**config.mk**
```make
export PLATFORM = sky130hd
export DESIGN_NAME = i2cm_cmd_engine
export DESIGN_NICKNAME = d
export VERILOG_FILES = /design/src/rtl/i2cm_cmd_engine.sv
export SDC_FILE = /design/constraint.sdc
export NUM_CORES = 1
export LEC_CHECK = 0
export ABC_AREA = 1
export BUFFER_PORTS_ARGS = -buffer_cell sky130_fd_sc_hd__buf_2
export CAP_MARGIN = 20
export CORE_MARGIN = 2
export CORE_UTILIZATION = 56
export CTS_BUF_LIST = sky130_fd_sc_hd__clkbuf_16
export CTS_CLUSTER_SIZE = 40
export DETAILED_ROUTE_END_ITERATION = 6
export PLACE_DENSITY = 0.79
export SYNTH_ARGS = -nofsm -noshare
export SYNTH_HDL_FRONTEND = slang
export SYNTH_SLANG_ARGS = --single-unit
```
**constraint.sdc**
```tcl
create_clock -name clk -period 2.3 [get_ports clk]
set_input_delay 0.46 -clock clk [delete_from_list [all_inputs] [get_ports clk]]
set_output_delay 0.46 -clock clk [all_outputs]
set_load 0.05 [all_outputs]
```
**src/rtl/i2cm_cmd_engine.sv**
```systemverilog
module i2cm_cmd_engine #(
  parameter int TMO_TICKS = 16
) (
  input  logic       clk,
  input  logic       rst_n,
  input  logic       cmd_wr,
  input  logic [5:0] cmd,
  input  logic [7:0] tx_byte,
  input  logic       tick,
  input  logic       sda_in,
  input  logic       scl_in,
  output logic [7:0] rx_byte,
  output logic       sda_oe,
  output logic       scl_oe,
  input  logic [6:0] irq_en,
  input  logic       clr_wr,
  input  logic [6:0] clr_bits,
  output logic [6:0] sts,
  output logic       irq
);

  localparam int TW = $clog2(TMO_TICKS + 1);

  typedef enum logic [1:0] {S_IDLE, S_START, S_BIT, S_STOP} st_t;

  st_t          st;
  logic [5:0]   pend;
  logic         owned;
  logic [1:0]   q;
  logic [3:0]   bc;
  logic [7:0]   sh;
  logic         is_rx;
  logic         nak;
  logic [TW-1:0] tmo;
  logic [6:0]   ev;

  wire [6:0] clr_mask = clr_wr ? clr_bits : 7'd0;
  wire       ack_bit  = (bc == 4'd8);

  assign irq = |(sts & irq_en);

  always_ff @(posedge clk or negedge rst_n) begin
    if (!rst_n) sts <= '0;
    else        sts <= (sts & ~clr_mask) | ev;
  end

  always_ff @(posedge clk or negedge rst_n) begin
    if (!rst_n) begin
      st <= S_IDLE; pend <= '0; owned <= 1'b0; q <= '0; bc <= '0;
      sh <= '0; is_rx <= 1'b0; nak <= 1'b0; tmo <= '0; ev <= '0;
      sda_oe <= 1'b0; scl_oe <= 1'b0; rx_byte <= '0;
    end else begin
      ev <= '0;
      case (st)
        S_IDLE: begin
          q <= '0;
          if (cmd_wr) begin
            if ((cmd[1] | cmd[3]) && !cmd[0] && !owned) begin
              ev[5] <= 1'b1;
              pend  <= '0;
            end else begin
              pend <= cmd & 6'b111011;
            end
          end else if (pend[0]) begin
            st <= S_START;
          end else if (pend[1]) begin
            st <= S_BIT; is_rx <= 1'b0; sh <= tx_byte; bc <= '0;
          end else if (pend[3]) begin
            st <= S_BIT; is_rx <= 1'b1; bc <= '0;
          end else if (pend[5]) begin
            st <= S_STOP;
          end else if (pend != 6'd0) begin
            pend <= '0;
          end
        end
        S_START: if (tick) begin
          q <= q + 2'd1;
          case (q)
            2'd0: sda_oe <= 1'b0;
            2'd1: scl_oe <= 1'b0;
            2'd2: sda_oe <= 1'b1;
            default: begin
              scl_oe <= 1'b1; st <= S_IDLE; pend[0] <= 1'b0; owned <= 1'b1;
            end
          endcase
        end
        S_BIT: if (tick) begin
          case (q)
            2'd0: begin
              if (ack_bit) sda_oe <= is_rx ? !pend[4] : 1'b0;
              else         sda_oe <= is_rx ? 1'b0 : !sh[7];
              q <= 2'd1;
            end
            2'd1: begin
              scl_oe <= 1'b0; q <= 2'd2;
            end
            2'd2: begin
              if (!scl_in) begin
                if (tmo == TW'(TMO_TICKS - 1)) begin
                  ev[6] <= 1'b1; st <= S_IDLE; pend <= '0; owned <= 1'b0;
                  sda_oe <= 1'b0; scl_oe <= 1'b0; tmo <= '0;
                end else begin
                  tmo <= tmo + 1'b1;
                end
              end else begin
                tmo <= '0;
                q   <= 2'd3;
                if (ack_bit) begin
                  nak <= sda_in;
                end else if (is_rx) begin
                  sh <= {sh[6:0], sda_in};
                end else if (!sda_oe && !sda_in) begin
                  ev[3] <= 1'b1; st <= S_IDLE; pend <= '0; owned <= 1'b0;
                  sda_oe <= 1'b0; scl_oe <= 1'b0;
                end
              end
            end
            default: begin
              scl_oe <= 1'b1;
              q <= 2'd0;
              if (ack_bit) begin
                st <= S_IDLE;
                if (is_rx) begin
                  rx_byte <= sh; ev[2] <= 1'b1; pend[3] <= 1'b0; pend[4] <= 1'b0;
                end else begin
                  ev[0] <= !nak; ev[1] <= nak; pend[1] <= 1'b0;
                end
              end else begin
                bc <= bc + 4'd1;
                if (!is_rx) sh <= {sh[6:0], 1'b0};
              end
            end
          endcase
        end
        default: if (tick) begin
          q <= q + 2'd1;
          case (q)
            2'd0: sda_oe <= 1'b1;
            2'd1: scl_oe <= 1'b0;
            2'd2: sda_oe <= 1'b0;
            default: begin
              st <= S_IDLE; pend[5] <= 1'b0; owned <= 1'b0; ev[4] <= 1'b1;
            end
          endcase
        end
      endcase
    end
  end

  a_r7_sticky: assert property (@(posedge clk) disable iff (!rst_n)
    rst_n |=> (((($past(sts) & ~$past(clr_mask))) & ~sts) == 7'd0));

  a_r7_clear: assert property (@(posedge clk) disable iff (!rst_n)
    (clr_wr && ((ev & clr_bits) == 7'd0)) |=> ((sts & $past(clr_bits)) == 7'd0));

  a_r3_sda_steady: assert property (@(posedge clk) disable iff (!rst_n)
    (st == S_BIT && !scl_oe && !$past(scl_oe) && $past(st) == S_BIT) |-> $stable(sda_oe));

  a_r4_last_nack: assert property (@(posedge clk) disable iff (!rst_n)
    (st == S_BIT && is_rx && ack_bit && pend[4] && q != 2'd0) |-> !sda_oe);

  a_r9_abort_idle: assert property (@(posedge clk) disable iff (!rst_n)
    (ev[3] | ev[5] | ev[6]) |-> (st == S_IDLE && pend == 6'd0 && !sda_oe && !scl_oe));

  a_r6_stop_released: assert property (@(posedge clk) disable iff (!rst_n)
    ev[4] |-> (!sda_oe && !scl_oe && !owned && st == S_IDLE));

endmodule

```
==> results of run 1 <==
## through the flow
stage          utilization [%]  cells  power [W]
2_1_floorplan                -    414   0.002914
3_3_place_gp             63.35    533   0.003252
3_5_place_dp             63.35    533   0.003314
4_1_cts                  65.98    541   0.004060
5_1_grt                  66.16    541   0.004404
6_report                 66.16    541   0.004077
## cell usage in the layout (no fill, tap or decap), types with 2 or more instances in the layout
master | synthesis | routed
mux2i_1 | 3 | 3
o22ai_1 | 2 | 2
clkinvlp_4 | 0 | 2
nand2_4 | 3 | 4
inv_1 | 41 | 42
o21ai_0 | 22 | 22
inv_2 | 3 | 2
nand4_1 | 8 | 8
nor2_4 | 2 | 2
nor3_1 | 5 | 5
nor2_1 | 44 | 43
o21ai_2 | 13 | 13
a21o_1 | 7 | 7
nor2_2 | 4 | 5
nand2_1 | 127 | 127
dfrtp_1 | 53 | 53
buf_4 | 2 | 5
a21oi_1 | 10 | 10
nand3_1 | 35 | 35
buf_2 | 2 | 51
xnor2_1 | 2 | 2
clkbuf_16 | 0 | 5
ha_1 | 11 | 11
## state kept, by name, summed over array words and instances, names as in the netlist, 2 cells and up
register	flops
bc	4
ev	7
pend	5
q	2
rx_byte	8
sh	8
st	2
sts	7
tmo	5
## worst register-to-register path: cells and delay by family, from the launching register on
kind	cells	cell delay, ps
adders and majority gates	1	330
buffers and inverters	2	310
DFF	1	410
and+or+nand+nor	8	920
## power by group
group | switching, W | internal (W)
sequential | 0.000190 | 0.00114
combinational | 0.00135 | 0.000676
clock | 0.000322 | 0.000399
total | 0.00186 | 0.00222
## worst paths after layout
kind,endpoint,slack (ps),depth (start not counted)
hold reg to reg,sts[6],420,1
setup reg to reg,st[0],220,11
hold / removal,ev[2],80,1
min in group clk,sts[6],420,1
setup / recovery,st[0],220,11
max in group asynchronous,ev[0],1630,2
## logic make-up after synthesis
logic type / count (synthesis) / synth area share [%]
DFF: 53 / 41.98
and+or+nand+nor: 233 / 32.20
buffers and inverters: 53 / 7.604
xor gates and xnor gates: 3 / 0.8318
muxes: 3 / 0.9505
AOI/OAI and AO/OA: 58 / 12.08
adders and majority gates: 11 / 4.356
## cell usage after synthesis (all sizes together)
master  number
o22ai        2
nand3       35
a221oi       1
o21ai       35
nand2      131
dfrtp       53
buf          8
and2         1
a211oi       1
clkbuf       1
xnor2        2
nand4        8
a31oi        1
nor3         6
mux2i        3
xor2         1
a21oi       10
nand3b       1
a21boi       1
a21o         7
ha          11
nor2        50
nor3b        1
inv         44
## cell type report
| class | count | area [µm²] |
|---|---|---|
| clock inverter | 3 | 18.77 |
| timing repair buffer | 56 | 292.8 |
| sequential | 53 | 1326 |
| tap | 72 | 90.09 |
| inverter | 44 | 167.7 |
| fill | 483 | 1852 |
| multi-input combinational | 308 | 1600 |
| clock buffer | 5 | 125.1 |
## metal layers
metal / up-vias / routed length [µm]
met2: 125 / 3326
met1: 1314 / 3097
met3: 19 / 508
li1: 1439 / -
met4: 0 / 202
met5: - / 0
==> results.sh, run 1 <==
export IMPL_critPathCaptureType="flop"
export IMPL_cp_required_ps=2480
export IMPL_antenna_found_initial=0
export IMPL_clk_latency_ps=290
export IMPL_drive_above_1_share_pct=19.62
export IMPL_p_leak_nw=2.035
export IMPL_synthesis_yosys_warnings=0
export IMPL_worst_pin_slew_ps=746.2
export IMPL_grt_util_met3_pct=3.523
export IMPL_htreeDepth=2
export IMPL_synth_top_area_share_pct=41.98
export IMPL_relSlewSlack_pct=49.73
export IMPL_row_count=27
export IMPL_via_per_inst=5.355
export IMPL_coreArea_mm2=0.005473
export IMPL_cp_arrival_ps=2260
export IMPL_finClkSkew_ps=4.365
export IMPL_ant_nets=0
export IMPL_die_width_um=79.11
export IMPL_drt_iter0_drc=260
export IMPL_outcome="finished, final reports clean"
export IMPL_cts_tree="built"
export IMPL_met1_usage_pct=30.50
export IMPL_hold_ws_ps=82.31
export IMPL_n_antenna_cell=0
export IMPL_grt_max_degree=20
export IMPL_cpPeakStageDelay_ps=410
export IMPL_grt_pass1_wl_um=11730
export IMPL_portBuffers=51
export IMPL_synth_area_mm2=0.003159
export IMPL_synth_seq_area_share_pct=41.98
export IMPL_finalCritPeriodShare_pct=90.60
export IMPL_synthCells=414
export IMPL_finalInstanceArea_mm2=0.003621
export IMPL_setup_ws_ps=216.3
export IMPL_path_delay_family="simple AND/OR/NAND/NOR gates"
export IMPL_avgSynthCellArea_um2=7.631
export IMPL_placedInstanceArea_mm2=0.003467
export IMPL_crit_path_start_kind="flop"
export IMPL_cts_reportedPaths_clkPinSlew_ps=70
export IMPL_critPathKind="flop to flop"
export IMPL_yosysUniqueCellTypes=33
export IMPL_post_cts_setup_buffers=0
export IMPL_crit_path_top_delay_cell="dfrtp_1"
export IMPL_die_h_um=79.11
export IMPL_worstSetupStartpoint="st[0]"
export IMPL_ys_ff_latch=53
export IMPL_start_util_pct=57.73
export IMPL_finalCriticalPeriod_ps=2084
export IMPL_finalMaxSlewViolations=0
export IMPL_num_vias=2897
export IMPL_gp_congestion=0.9228
export IMPL_finalSetupTns_ps=0
export IMPL_dieArea_mm2=0.006258
export IMPL_synth_area_leaders="dfrtp_1 42%, nand2_1 15%, nand3_1 5.5%"
export IMPL_cts_root_buf="clkbuf_16"
export IMPL_worstPathCellList="inv_1, ha_1, buf_4, nand2_4, nor2_1, nand2_1, nand2_1, nor2_1, nand2_1, nand2_1, nand2_1"
export IMPL_post_dp_hpwl_um=5460
export IMPL_top_usage_layer="met2"
export IMPL_path_common_cell="nand2_1"
export IMPL_cts_sinks=53
export IMPL_finalSetupViolCount=0
export IMPL_cts_resized=0
export IMPL_fin_nets=514
export IMPL_grt_setup_unrepaired="false"
export IMPL_hold_buffers=0
export IMPL_hold_viol=0
export IMPL_grt_pass1_vias=2627
export IMPL_p_per_area_mw_per_mm2=1126
export IMPL_grt_use_met2_pct=40.76
export IMPL_wl_um=7135
export IMPL_path_buf_inv=2
export IMPL_fmax_mhz=479.9
export IMPL_dr_pass1_iters=5
export IMPL_cp_max_fo=9
export IMPL_cts_buffers=5
export IMPL_overflow=0
export IMPL_drc=0
export IMPL_wire_per_inst_um=13.19
export IMPL_hp_class="primary input to asynchronous set/reset pin"
export IMPL_ir_drop_uv=633.4
export IMPL_max_cap_violations=0
export IMPL_grtUsageTotal_pct=23.88
export IMPL_cts_path_max_buffers=2
export IMPL_io_pins=53
export IMPL_area_growth_pct=14.61
export IMPL_syn_num_nets=460
export IMPL_dp_worst_setup_slack_ps=137.1
export IMPL_yosysTopAreaCell="dfrtp_1"
export IMPL_r2r_start="st[0]"
Power figures use the tool's default switching activity.
==> run 2, diff against run 1 <==
- CORE_UTILIZATION: 56 -> 61
- PLACE_DENSITY: 0.79 -> 0.86
- clock period: 2.3 -> 2.4 ns (I/O delays scaled with it)
==> run 2 against run 1 <==
Against the previous run: the flow now finishes with violations (DRC); sequential share of layout area about the same; sequential cell count is the same; largest power group unchanged; routed wire length fell by 0.83%; non-clock buffer count shrank 2; global-route usage grew 2.2 points; combinational power shrank 5%; core utilization rose by 5.6 points; register-to-register slack improved by 30 ps; critical path depth is the same; via count is 0.72% lower; fmax is 3.1% lower; critical endpoint is now sh[1].
==> results.sh, run 2 (synthesis gave the netlist of run 1 again) <==
export IMPL_drive_above_1_share_pct=19.06
export IMPL_finalMaxSlewViolations=0
export IMPL_drt_iter0_drc=359
export IMPL_grtUsageTotal_pct=26.04
export IMPL_drc=4
export IMPL_cts_root_buf="clkbuf_16"
export IMPL_post_dp_hpwl_um=5205
export IMPL_hold_buffers=0
export IMPL_gp_congestion=0.9454
export IMPL_io_pins=53
export IMPL_failed_checks="DRC"
export IMPL_finalSetupViolCount=0
export IMPL_critPathKind="flop to flop"
export IMPL_hold_viol=0
export IMPL_grt_setup_unrepaired="false"
export IMPL_outcome="finished, violations left"
export IMPL_worst_pin_slew_ps=658.7
export IMPL_dieArea_mm2=0.005771
export IMPL_dpl_cell_count=529
export IMPL_hp_class="primary input to asynchronous set/reset pin"
export IMPL_multi_input_area_mm2=0.001593
export IMPL_ant_nets=0
export IMPL_cp_max_fo=16
export IMPL_relSlewSlack_pct=56.09
export IMPL_finalInstanceArea_mm2=0.003617
export IMPL_power_w=0.003996
export IMPL_placedInstanceArea_mm2=0.003450
export IMPL_die_width_um=75.97
export IMPL_cp_arrival_ps=2330
export IMPL_post_cts_setup_buffers=0
export IMPL_antenna_found_initial=0
export IMPL_cts_sinks=53
export IMPL_dr_pass1_iters=7
export IMPL_overflow=0
export IMPL_cts_resized=0
export IMPL_reg_top3="rx_byte: 8 flops, sh: 8 flops"
export IMPL_grt_max_degree=54
export IMPL_clk_latency_ps=290
export IMPL_cts_reportedPaths_clkPinSlew_ps=70
export IMPL_grt_pass1_wl_um=12220
export IMPL_via_per_inst=5.356
export IMPL_fillerInstances=389
export IMPL_mostFrequentLayoutCell="nand2_1"
export IMPL_fmax_mhz=465.1
export IMPL_num_vias=2876
export IMPL_row_count=26
export IMPL_htreeDepth=2
export IMPL_fin_nets=512
export IMPL_area_growth_pct=14.50
export IMPL_portBuffers=51
export IMPL_finalCriticalPeriod_ps=2150
export IMPL_wire_per_inst_um=13.18
export IMPL_wl_um=7076
export IMPL_cts_buffers=5
export IMPL_cts_tree="built"
export IMPL_finalSetupTns_ps=0
export IMPL_layout_common_cells="127 x nand2_1, 53 x dfrtp_1, 51 x buf_2"
export IMPL_crit_path_start_kind="flop"
export IMPL_fin_cells=537
export IMPL_start_util_pct=62.66
export IMPL_cts_path_max_buffers=2
export IMPL_cp_required_ps=2580
export IMPL_finalCritPeriodShare_pct=89.59
export IMPL_max_cap_violations=0
export IMPL_seq_area_mm2=0.001326
export IMPL_finClkSkew_ps=3.645
export IMPL_n_antenna_cell=0
export IMPL_critPathCaptureType="flop"
export IMPL_p_per_area_mw_per_mm2=1105
export IMPL_p_leak_nw=2.038
export IMPL_ir_drop_uv=699.7
export IMPL_die_h_um=75.97
export IMPL_grt_pass1_vias=2689
export IMPL_coreArea_mm2=0.005042
## run 2: cell count changes in the layout (fill, tap and decap cells not counted), sizes merged
| cell | change |
|---|---|
| buf | -2 |
| clkinvlp | -2 |
| bufinv | +1 |
| clkinv | +1 |
## run 2: cell type report
cell class / instances / area share (%)
clock buffers: 5 / 3.459
clock inverters: 3 / 1.176
inverters: 44 / 4.566
multi-input cells: 308 / 44.03
flip-flops and latches: 53 / 36.67
well taps: 70 / 2.421
repair buffers: 54 / 7.679
## run 2: power breakdown
| group | switching (W) | internal (W) |
|---|---|---|
| combinational | 0.00128 | 0.000629 |
| sequential | 0.000175 | 0.00110 |
| clock | 0.000322 | 0.000490 |
| total | 0.00178 | 0.00222 |
## run 2: per-stage QoR
stage                     util [%]  hold WS [ps]  setup WS, ps
final                        71.74         298.6         249.8
after global routing         71.74         355.8         83.81
after CTS                    71.74         328.5         295.5
after detailed placement     68.41         413.0         350.1
after global placement       68.41         407.5         406.1
after floorplan                  -         184.4         496.6
## run 2: routing by layer
metal / vias up / wire length (µm) / global-route usage [%]
li1: 1435 / - / -
met1: 1308 / 3047 / 34.47
met2: 125 / 3396 / 43.57
met3: 8 / 548 / 5.714
met4: 0 / 83 / 7.273
met5: - / 0 / 0
## run 2: path summary, 6_finish.rpt
kind	startpoint	to	slack [ps]	cells past startpoint
min in group clk	ev[6]	sts[6]	430	1
worst max register to register	st[0]	sh[1]	250	11
worst min register to register	ev[6]	sts[6]	430	1
worst max-delay path	st[0]	sh[1]	250	11
max in group asynchronous	rst_n	bc[0]	1660	2
worst min-delay path	rst_n	scl_oe	300	2
## run 2: worst max-delay path, cell delays in order (launching register included)
cell and delay, ps:
dfrtp_1 390, inv_1 70, ha_1 230, buf_4 220, nand2_1 90, nand2_1 50
nor2_1 200, inv_1 90, nor2_1 190, nand2_2 260, nand2_1 180, o21ai_2 70
==> run 3, diff against run 2 <==
- BUFFER_PORTS_ARGS: -buffer_cell sky130_fd_sc_hd__buf_2 -> unset
- CORE_UTILIZATION: 61 -> 67
- DONT_BUFFER_PORTS: unset -> 1
- MAX_ROUTING_LAYER: unset -> met4
- PLACE_DENSITY: 0.86 -> 0.83
- REMOVE_ABC_BUFFERS: unset -> 1
==> run 3 against run 2 <==
Against the previous run: the flow now finishes without violations; clock skew barely moved; fmax rose by 1.6%; hold slack got worse by 250 ps; first-iteration DRC count fell by 45%; global-route usage rose by 3.7 points; final area fell by 7.6%; largest power group unchanged.
==> results.sh, run 3 (synthesis gave the netlist of run 1 again) <==
export IMPL_path_common_cell="nor2_1"
export IMPL_grt_max_degree=54
export IMPL_seqPwrFrac_pct=35.1
export IMPL_dpl_cell_count=460
export IMPL_switching_power_w=0.001763
export IMPL_cts_buffers=5
export IMPL_finalCriticalPeriod_ps=2117
export IMPL_reg_top3="rx_byte: 8 flops, sh: 8 flops"
export IMPL_num_vias=2693
export IMPL_crit_path_top_delay_cell="dfrtp_1"
export IMPL_ant_nets=0
export IMPL_switching_share_pct=45.85
export IMPL_p_leak_nw=1.809
export IMPL_crit_path_start_kind="flop"
export IMPL_layout_common_cells="127 x nand2_1, 53 x dfrtp_1, 44 x nor2_1"
export IMPL_cts_root_buf="clkbuf_16"
export IMPL_die_width_um=72.67
export IMPL_setup_ws_ps=282.7
export IMPL_p_per_area_mw_per_mm2=1151
export IMPL_power_w=0.003846
export IMPL_max_cap_violations=0
export IMPL_seq_area_mm2=0.001326
export IMPL_reg2reg_depth=10
export IMPL_fin_cells=469
export IMPL_io_pins=53
export IMPL_critPathKind="flop to flop"
export IMPL_drt_iter0_drc=199
export IMPL_post_dp_hpwl_um=5099
export IMPL_outcome="finished, final reports clean"
export IMPL_finalMaxSlewViolations=0
export IMPL_power_frac_clock_pct=18.1
export IMPL_dp_worst_setup_slack_ps=350.4
export IMPL_cts_reportedPaths_clkPinSlew_ps=70
export IMPL_dr_pass1_iters=4
export IMPL_multi_input_area_mm2=0.001593
export IMPL_cts_tree="built"
export IMPL_n_antenna_cell=0
export IMPL_overflow=0
export IMPL_mostFrequentLayoutCell="nand2_1"
export IMPL_drc=0
export IMPL_ir_drop_uv=662.5
export IMPL_cpPeakStageDelay_ps=400
export IMPL_start_util_pct=71.09
export IMPL_htreeDepth=2
export IMPL_critPathCaptureType="flop"
export IMPL_relSlewSlack_pct=46.39
export IMPL_via_per_inst=5.742
export IMPL_finClkSkew_ps=3.510
export IMPL_worstPathCellList="inv_1, ha_1, inv_2, nor2_1, nor2_1, inv_1, nor2_1, nand2_2, nand2_1, o21ai_2"
export IMPL_wire_per_inst_um=14.83
export IMPL_wl_um=6953
export IMPL_fillerInstances=345
export IMPL_antenna_found_initial=0
export IMPL_p_int_w=0.002082
export IMPL_hold_viol=0
export IMPL_clk_latency_ps=290
export IMPL_fmax_mhz=472.3
export IMPL_hold_ws_ps=44.36
export IMPL_cp_arrival_ps=2290
export IMPL_grt_setup_unrepaired="false"
export IMPL_grt_pass1_wl_um=11840
export IMPL_finalSetupViolCount=0
export IMPL_die_h_um=72.67
export IMPL_coreArea_mm2=0.004444
export IMPL_grtUsageTotal_pct=29.70
export IMPL_fin_nets=462
export IMPL_cp_required_ps=2570
export IMPL_finish_utilization_pct=75.20
export IMPL_cts_path_max_buffers=2
export IMPL_portBuffers=0
export IMPL_area_growth_pct=5.782
export IMPL_worst_pin_slew_ps=795.7
export IMPL_hp_class="primary input to asynchronous set/reset pin"
export IMPL_finalCritPeriodShare_pct=88.22
export IMPL_gp_congestion=0.9545
export IMPL_cts_resized=0
export IMPL_dieArea_mm2=0.005281
export IMPL_combPwrFrac_pct=46.8
export IMPL_row_count=24
export IMPL_drive_above_1_share_pct=9.353
export IMPL_cts_sinks=53
export IMPL_cp_max_fo=15
export IMPL_grt_pass1_vias=2582
run 3: layout make-up:
class / instances / area share [%]
repair buffers: 4 / 1.498
inverters: 44 / 4.942
clock buffers: 5 / 3.744
flip-flops and latches: 53 / 39.69
clock inverters: 3 / 0.5241
multi-input cells: 308 / 47.66
well taps: 52 / 1.947
run 3: layer usage:
metal / part of all wire (%) / wire [µm] / track usage (%)
met3: 6.3 / 435 / 5.663
met1: 44 / 3032 / 38.34
met2: 48 / 3347 / 47.58
met5: 0 / 0 / -
met4: 2.0 / 138 / 9.465
run 3: repair_timing:
item                                   4_1_cts  5_1_grt
setup endpoints to repair                    0        0
hold buffers                                 1        0
endpoints found under the hold margin       53        0
buffers inserted                             0        0
run 3: critical path: cells and delay by family, from the launching register on:
kind	cells	cell delay (ps)
flops	1	400
simple gates	5	880
fa+ha+maj	1	240
buf+inv	3	410
compound gates	1	70
run 3: power groups by stage:
stage	logic [W]	clock network [W]	registers, W
global placement	0.00171	0	0.00136
CTS	0.00179	0.000701	0.00135
global route	0.00205	0.000736	0.00138
finish	0.00180	0.000695	0.00135
detailed placement	0.00174	0	0.00136
floorplan	0.00139	0	0.00131
run 3: worst paths after layout:
kind / start / end / slack (ps)
max: st[0] / sh[6] / 280
min: rst_n / sh[6] / 40
max reg2reg: st[0] / sh[6] / 280
min reg2reg: ev[2] / sts[2] / 420
max in group asynchronous: rst_n / q[1] / 2140
min in group clk: tick / nak / 290
run 3: stage by stage:
step / TNS [ps] / cell area, µm²
finish: 0 / 3342
global route: 0 / 3342
CTS: 0 / 3342
detailed placement: 0 / 3172
global placement: 0 / 3172
floorplan: -70.23 / 3084
